**config.mk**
```make
export PLATFORM = sky130hd
export DESIGN_NAME = exc_persist_gate
export DESIGN_NICKNAME = d
export VERILOG_FILES = /design/src/rtl/exc_persist_gate.sv
export SDC_FILE = /design/constraint.sdc
export NUM_CORES = 1
export LEC_CHECK = 0
export BUFFER_PORTS_ARGS = -buffer_cell sky130_fd_sc_hd__buf_4
export CELL_PAD_IN_SITES_DETAIL_PLACEMENT = 0
export CELL_PAD_IN_SITES_GLOBAL_PLACEMENT = 1
export CORE_UTILIZATION = 21
export CTS_BUF_LIST = sky130_fd_sc_hd__clkbuf_8 sky130_fd_sc_hd__clkbuf_16
export DETAILED_ROUTE_END_ITERATION = 6
export GPL_ROUTABILITY_DRIVEN = 0
export GPL_TIMING_DRIVEN = 0
export PLACE_DENSITY_LB_ADDON = 0.1
export SYNTH_ARGS = -nofsm -noshare
export SYNTH_HDL_FRONTEND = slang
export SYNTH_SLANG_ARGS = --single-unit
export TNS_END_PERCENT = 5
```
**constraint.sdc**
```tcl
create_clock -name clk -period 1.7 [get_ports clk]
set_input_delay 0.34 -clock clk [delete_from_list [all_inputs] [get_ports clk]]
set_output_delay 0.34 -clock clk [all_outputs]
set_load 0.05 [all_outputs]
```
**src/rtl/exc_persist_gate.sv**
```systemverilog
module exc_persist_gate #(
  parameter int NSTS = 5
) (
  input  logic            clk,
  input  logic            rst_n,
  input  logic            crit_in,
  input  logic            ext_in,
  input  logic            pit_evt,
  input  logic            fit_evt,
  input  logic            dbg_evt,
  input  logic            wdt_evt,
  input  logic            mchk_evt,
  input  logic            en_crit,
  input  logic            en_ext,
  input  logic            en_dbg,
  input  logic            en_mchk,
  input  logic            clr_we,
  input  logic [NSTS-1:0] clr_mask,
  output logic [NSTS-1:0] status,
  output logic            crit_req,
  output logic            ext_req,
  output logic [2:0]      cause
);
  localparam int B_PIT = 0, B_FIT = 1, B_DBG = 2, B_WDT = 3, B_MCK = 4;

  logic [NSTS-1:0] sts_q, set_v, clr_v;
  logic mchk_req, cin_req, wdt_req, dbg_req, xin_req, pit_req, fit_req;

  always_comb begin
    set_v        = '0;
    set_v[B_PIT] = pit_evt;
    set_v[B_FIT] = fit_evt;
    set_v[B_DBG] = dbg_evt & ~en_dbg;
    set_v[B_WDT] = wdt_evt;
    set_v[B_MCK] = mchk_evt;
  end

  assign clr_v = clr_we ? clr_mask : '0;

  always_ff @(posedge clk) begin
    if (!rst_n) sts_q <= '0;
    else        sts_q <= (sts_q & ~clr_v) | set_v;
  end

  assign mchk_req = en_mchk & mchk_evt;
  assign cin_req  = en_crit & crit_in;
  assign wdt_req  = en_crit & wdt_evt & ~sts_q[B_WDT];
  assign dbg_req  = en_dbg & (sts_q[B_DBG] | dbg_evt);
  assign xin_req  = en_ext & ext_in;
  assign pit_req  = en_ext & sts_q[B_PIT];
  assign fit_req  = en_ext & sts_q[B_FIT];

  assign crit_req = mchk_req | cin_req | wdt_req | dbg_req;
  assign ext_req  = xin_req | pit_req | fit_req;
  assign status   = sts_q;

  always_comb begin
    if      (mchk_req) cause = 3'd1;
    else if (cin_req)  cause = 3'd2;
    else if (wdt_req)  cause = 3'd3;
    else if (dbg_req)  cause = 3'd4;
    else if (xin_req)  cause = 3'd5;
    else if (pit_req)  cause = 3'd6;
    else if (fit_req)  cause = 3'd7;
    else               cause = 3'd0;
  end
endmodule

```
### Word level (Yosys, flattened, before mapping)

Index checks and enable logic that the tools add are counted.

* bits of input ports: 19
* register bits after elaboration: 5
* output and inout port bits: 10
* logic and storage cells: 29

* bitwise operators: 20
* multiplexer cells: 8

Operators with widths (number)
* two-way mux 3 bit: 7
* AND 1 bit: 9
* OR 1 bit: 6
* AND 5 bit: 1
* two-way mux 5 bit: 1
* inverter 5 bit: 1
* OR 5 bit: 1
* inverter 1 bit: 2

### Longest topological paths before layout

* depth after elaboration: 8
* gate-level depth with buffers: 3
* mapped depth without buffers: 3

### Least setup slack after synthesis

No wires, ideal clock.

* kind: register to output
* start: reg sts_q[1], in the netlist status[1]
* end: out cause[1]
* required time: 1360 ps
* path slack: -658 ps
* stages on the path, launching flop included: 3
* data arrival time: 2018 ps
* cell sequence: dfxtp_1 o2111ai_1 a21boi_0

* word-level cells in the longest chain between the ends: 8

RTL lines
* from (decl): line 26 `logic [NSTS-1:0] sts_q, set_v, clr_v;`
* from (signal assigned): line 42 `else sts_q <= (sts_q & ~clr_v) | set_v;`
* AND 1 bit: line 51 `assign fit_req = en_ext & sts_q[B_FIT];`
* two-way mux 3 bit: line 64 `else if (fit_req) cause = 3'd7;`
* two-way mux 3 bit: line 63 `else if (pit_req) cause = 3'd6;`
* two-way mux 3 bit: line 62 `else if (xin_req) cause = 3'd5;`
* two-way mux 3 bit: line 61 `else if (dbg_req) cause = 3'd4;`
* two-way mux 3 bit: line 60 `else if (wdt_req) cause = 3'd3;`
* two-way mux 3 bit: line 59 `else if (cin_req) cause = 3'd2;`
* two-way mux 3 bit: line 58 `if (mchk_req) cause = 3'd1;`
* to (decl): line 22 `output logic [2:0] cause`

Every way passes these cells.

### Worst setup path in the final report

* start: reg sts_q[0], in the netlist status[0]
* end: out cause[2]

* word-level cells in the longest chain between the ends: 7

RTL lines
* AND 1 bit: line 50 `assign pit_req = en_ext & sts_q[B_PIT];`
* two-way mux 3 bit: line 63
* two-way mux 3 bit: line 62
* two-way mux 3 bit: line 61
* two-way mux 3 bit: line 60
* two-way mux 3 bit: line 59
* two-way mux 3 bit: line 58

Every way passes these cells.

==> results by group <==
Logic synthesis
  • Mux cell area share after synthesis: 0
  • Largest family of logic cells by synthesized area: simple AND/OR/NAND/NOR gates
  • Compound-cell area share of the yosys netlist: 0.265
  • Mean area per synthesized cell: 7.57 um^2
  • XOR/XNOR Fraction of Synth Area: 0
  • Syn Std Cell Area: 288 um^2
  • Synth unique cells: 13
  • Flops & latches, synth: 5
  • Synthesized net count: 57
  • Adder-cell share of the synthesized area: 0
  • Warnings from Yosys: 0
  • Synth Area in Simple Gates: 0.361
  • Seq/Total Area, Yosys: 0.348
  • Syn Inst Count: 38

Floorplanning
  • Row cnt: 12
  • Die area: 0.00152 mm^2
  • Initial core utilization: 0.243
  • I/O pin count: 29
  • Die Span Y: 39.0 um
  • Die width: 39.0 um
  • Core footprint: ~0.0012 mm^2

Clocking
  • Clock Tree Buf Depth: 2
  • Worst-path clk slew: 0.03 ns
  • H-tree depth: 1
  • CTS Buf Count: 3
  • Clk sink count: 5
  • Setup Buffers After CTS: 0
  • CTS tree: done
  • Clk Latency, worst-skew pair: 0.22 ns
  • Cell at the root of the clock tree: clkbuf_8
  • CTS Hold Buffers Added: 0

Cells and area
  • Fillers: 126
  • Most frequent cells in the layout: buf_4 (28), nor2b_1 (8), nand2_1 (8)
  • Final net count: 90
  • Commonest non-fill, non-tap cell in the layout: buf_4
  • Area grow syn2layout: 96.5%
  • Antenna cells: 0
  • Max FFs per register: 5
  • Layout cells sized above 1: 0.500

Route
  • Post-DR vias/cell: 4.37
  • Routed WL per cell: 9.76 um
  • Drt drc: 0
  • Routed via count: approximately 370
  • Pre-Repair DR Iteration Count: 4
  • 1st-iter DRT viols: 8
  • Final ANT Viol Nets: 0
  • Post-Route WL: 820 um

GRT
  • Global-route wire length before repair: 1250 um
  • Initial antenna violation count: 0
  • Vias in the first global route: 314
  • Grt total ovfl: 0
  • Total global-route track usage: 0.126
  • Pin count of the biggest net entering global routing: 6

Setup path
  • Reg2reg setup slack: approximately 1.0 ns
  • Setup crit start kind: register
  • Worst path slowest cell: dfxtp_1
  • Critical Path Max Stage Delay: ~0.35 ns
  • Arrival time worst endpoint: ~1.3 ns
  • CP Cell Sequence: o31ai_2 > nand2_1 > and3_2 > buf_4
  • Setup CP Type: reg2out
  • CP Max Fanout: 5
  • Setup crit end kind: primary output
  • CP Data Required Time: 1.36 ns

STA
  • RSZ-0062 raised after global routing: false
  • Final Hold Viols: 0
  • Setup violators final: 0
  • Tightest Pin Transition: between 0.2 and 0.25 ns
  • Skew final: 0 ns
  • Final slew viol count: 0
  • Setup TNS: 0 ns
  • Final period util: 0.960
  • Fin crit period: 1.63 ns
  • Max Fclk: between 0.6 and 0.7 GHz
  • Worst slew margin: 0.846

Power and ir drop
  • Final Power: 0.517 mW
  • Leak: 0.286 nW
  • Maximum vdd ir drop: a little over 0.4 mV
  • Power Dens Cells: 914 mW/mm^2

Run
  • Max cap viols: 0

Status
  • Outcome: finished, final reports clean

Place
  • DP HPWL: 673 um
  • # port buffers: 28

Min path
  • Hold Crit Class: in2reg
## kinds of logic after synthesis
| logic type | after synthesis |
|---|---|
| AOI/OAI and AO/OA | 11 |
| DFF | 5 |
| and+or+nand+nor | 20 |
| buffers and inverters | 2 |
## worst max-delay path, delay by kind of cell, from the launching register on
family | cells | cell delay (ns)
and+or+nand+nor | 2 | 0.27
DFF | 1 | 0.35
buffers and inverters | 1 | 0.18
AOI/OAI and AO/OA | 1 | 0.27
## metrics by stage
| step | util | setup WS [ns] | std cells | area, um^2 | hold WS [ns] |
|---|---|---|---|---|---|
| 2_1_floorplan | - | -0.0331 | 38 | 293 | 0.468 |
| 3_3_place_gp | 0.439 | 0.159 | 80 | 520 | 0.505 |
| 3_5_place_dp | 0.439 | 0.168 | 80 | 520 | 0.513 |
| 4_1_cts | 0.477 | 0.0306 | 84 | 566 | 0.343 |
| 5_1_grt | 0.477 | 0.00579 | 84 | 566 | 0.358 |
| 6_report | 0.477 | 0.0680 | 84 | 566 | 0.346 |
## final cells by class
class,count,area (um^2),area share
multi-input combinational,31,185,0.327
tap,14,17.5,0.0310
clock buffer,3,41.3,0.0730
sequential,5,100,0.177
clock inverter,1,3.75,0.00664
inverter,2,7.51,0.0133
timing repair buffer,28,210,0.372
## per-layer routing
layer | track usage | up-vias | wire, um
li1 | - | 198 | -
met1 | 0.152 | 148 | 341
met2 | 0.183 | 19 | 375
met3 | 0.0520 | 2 | 93
met4 | 0.0776 | 0 | 10
met5 | 0 | - | 0
## timing repair
action	in CTS	in global routing
resized for setup	0	0
setup endpoints to repair	0	1
hold endpoints to repair	0	0
## synthesized netlist by cell type (all sizes together)
cell	number	share of area
nand2	8	0.10
o21ai	2	0.048
o2111ai	2	0.061
nor2b	8	0.17
inv	2	0.026
a21oi	5	0.087
dfxtp	5	0.35
o31ai	1	0.043
a21boi	1	0.026
nand3	2	0.035
and3	1	0.022
nand3b	1	0.026
## final timing paths
path,startpoint,end,depth (start not counted)
worst max-delay path,status[0],cause[2],4
worst min-delay path,fit_evt,status[1],3
worst max register to register,status[0],status[0],2
worst min register to register,status[4],status[4],2
## power breakdown
| group | total [mW] | switching [mW] | internal, mW |
|---|---|---|---|
| clock | 0.211 | 0.0561 | 0.155 |
| sequential | 0.135 | 0.00837 | 0.126 |
| combinational | 0.171 | 0.102 | 0.0691 |
No activity file was read; power rests on OpenSTA's default activity.
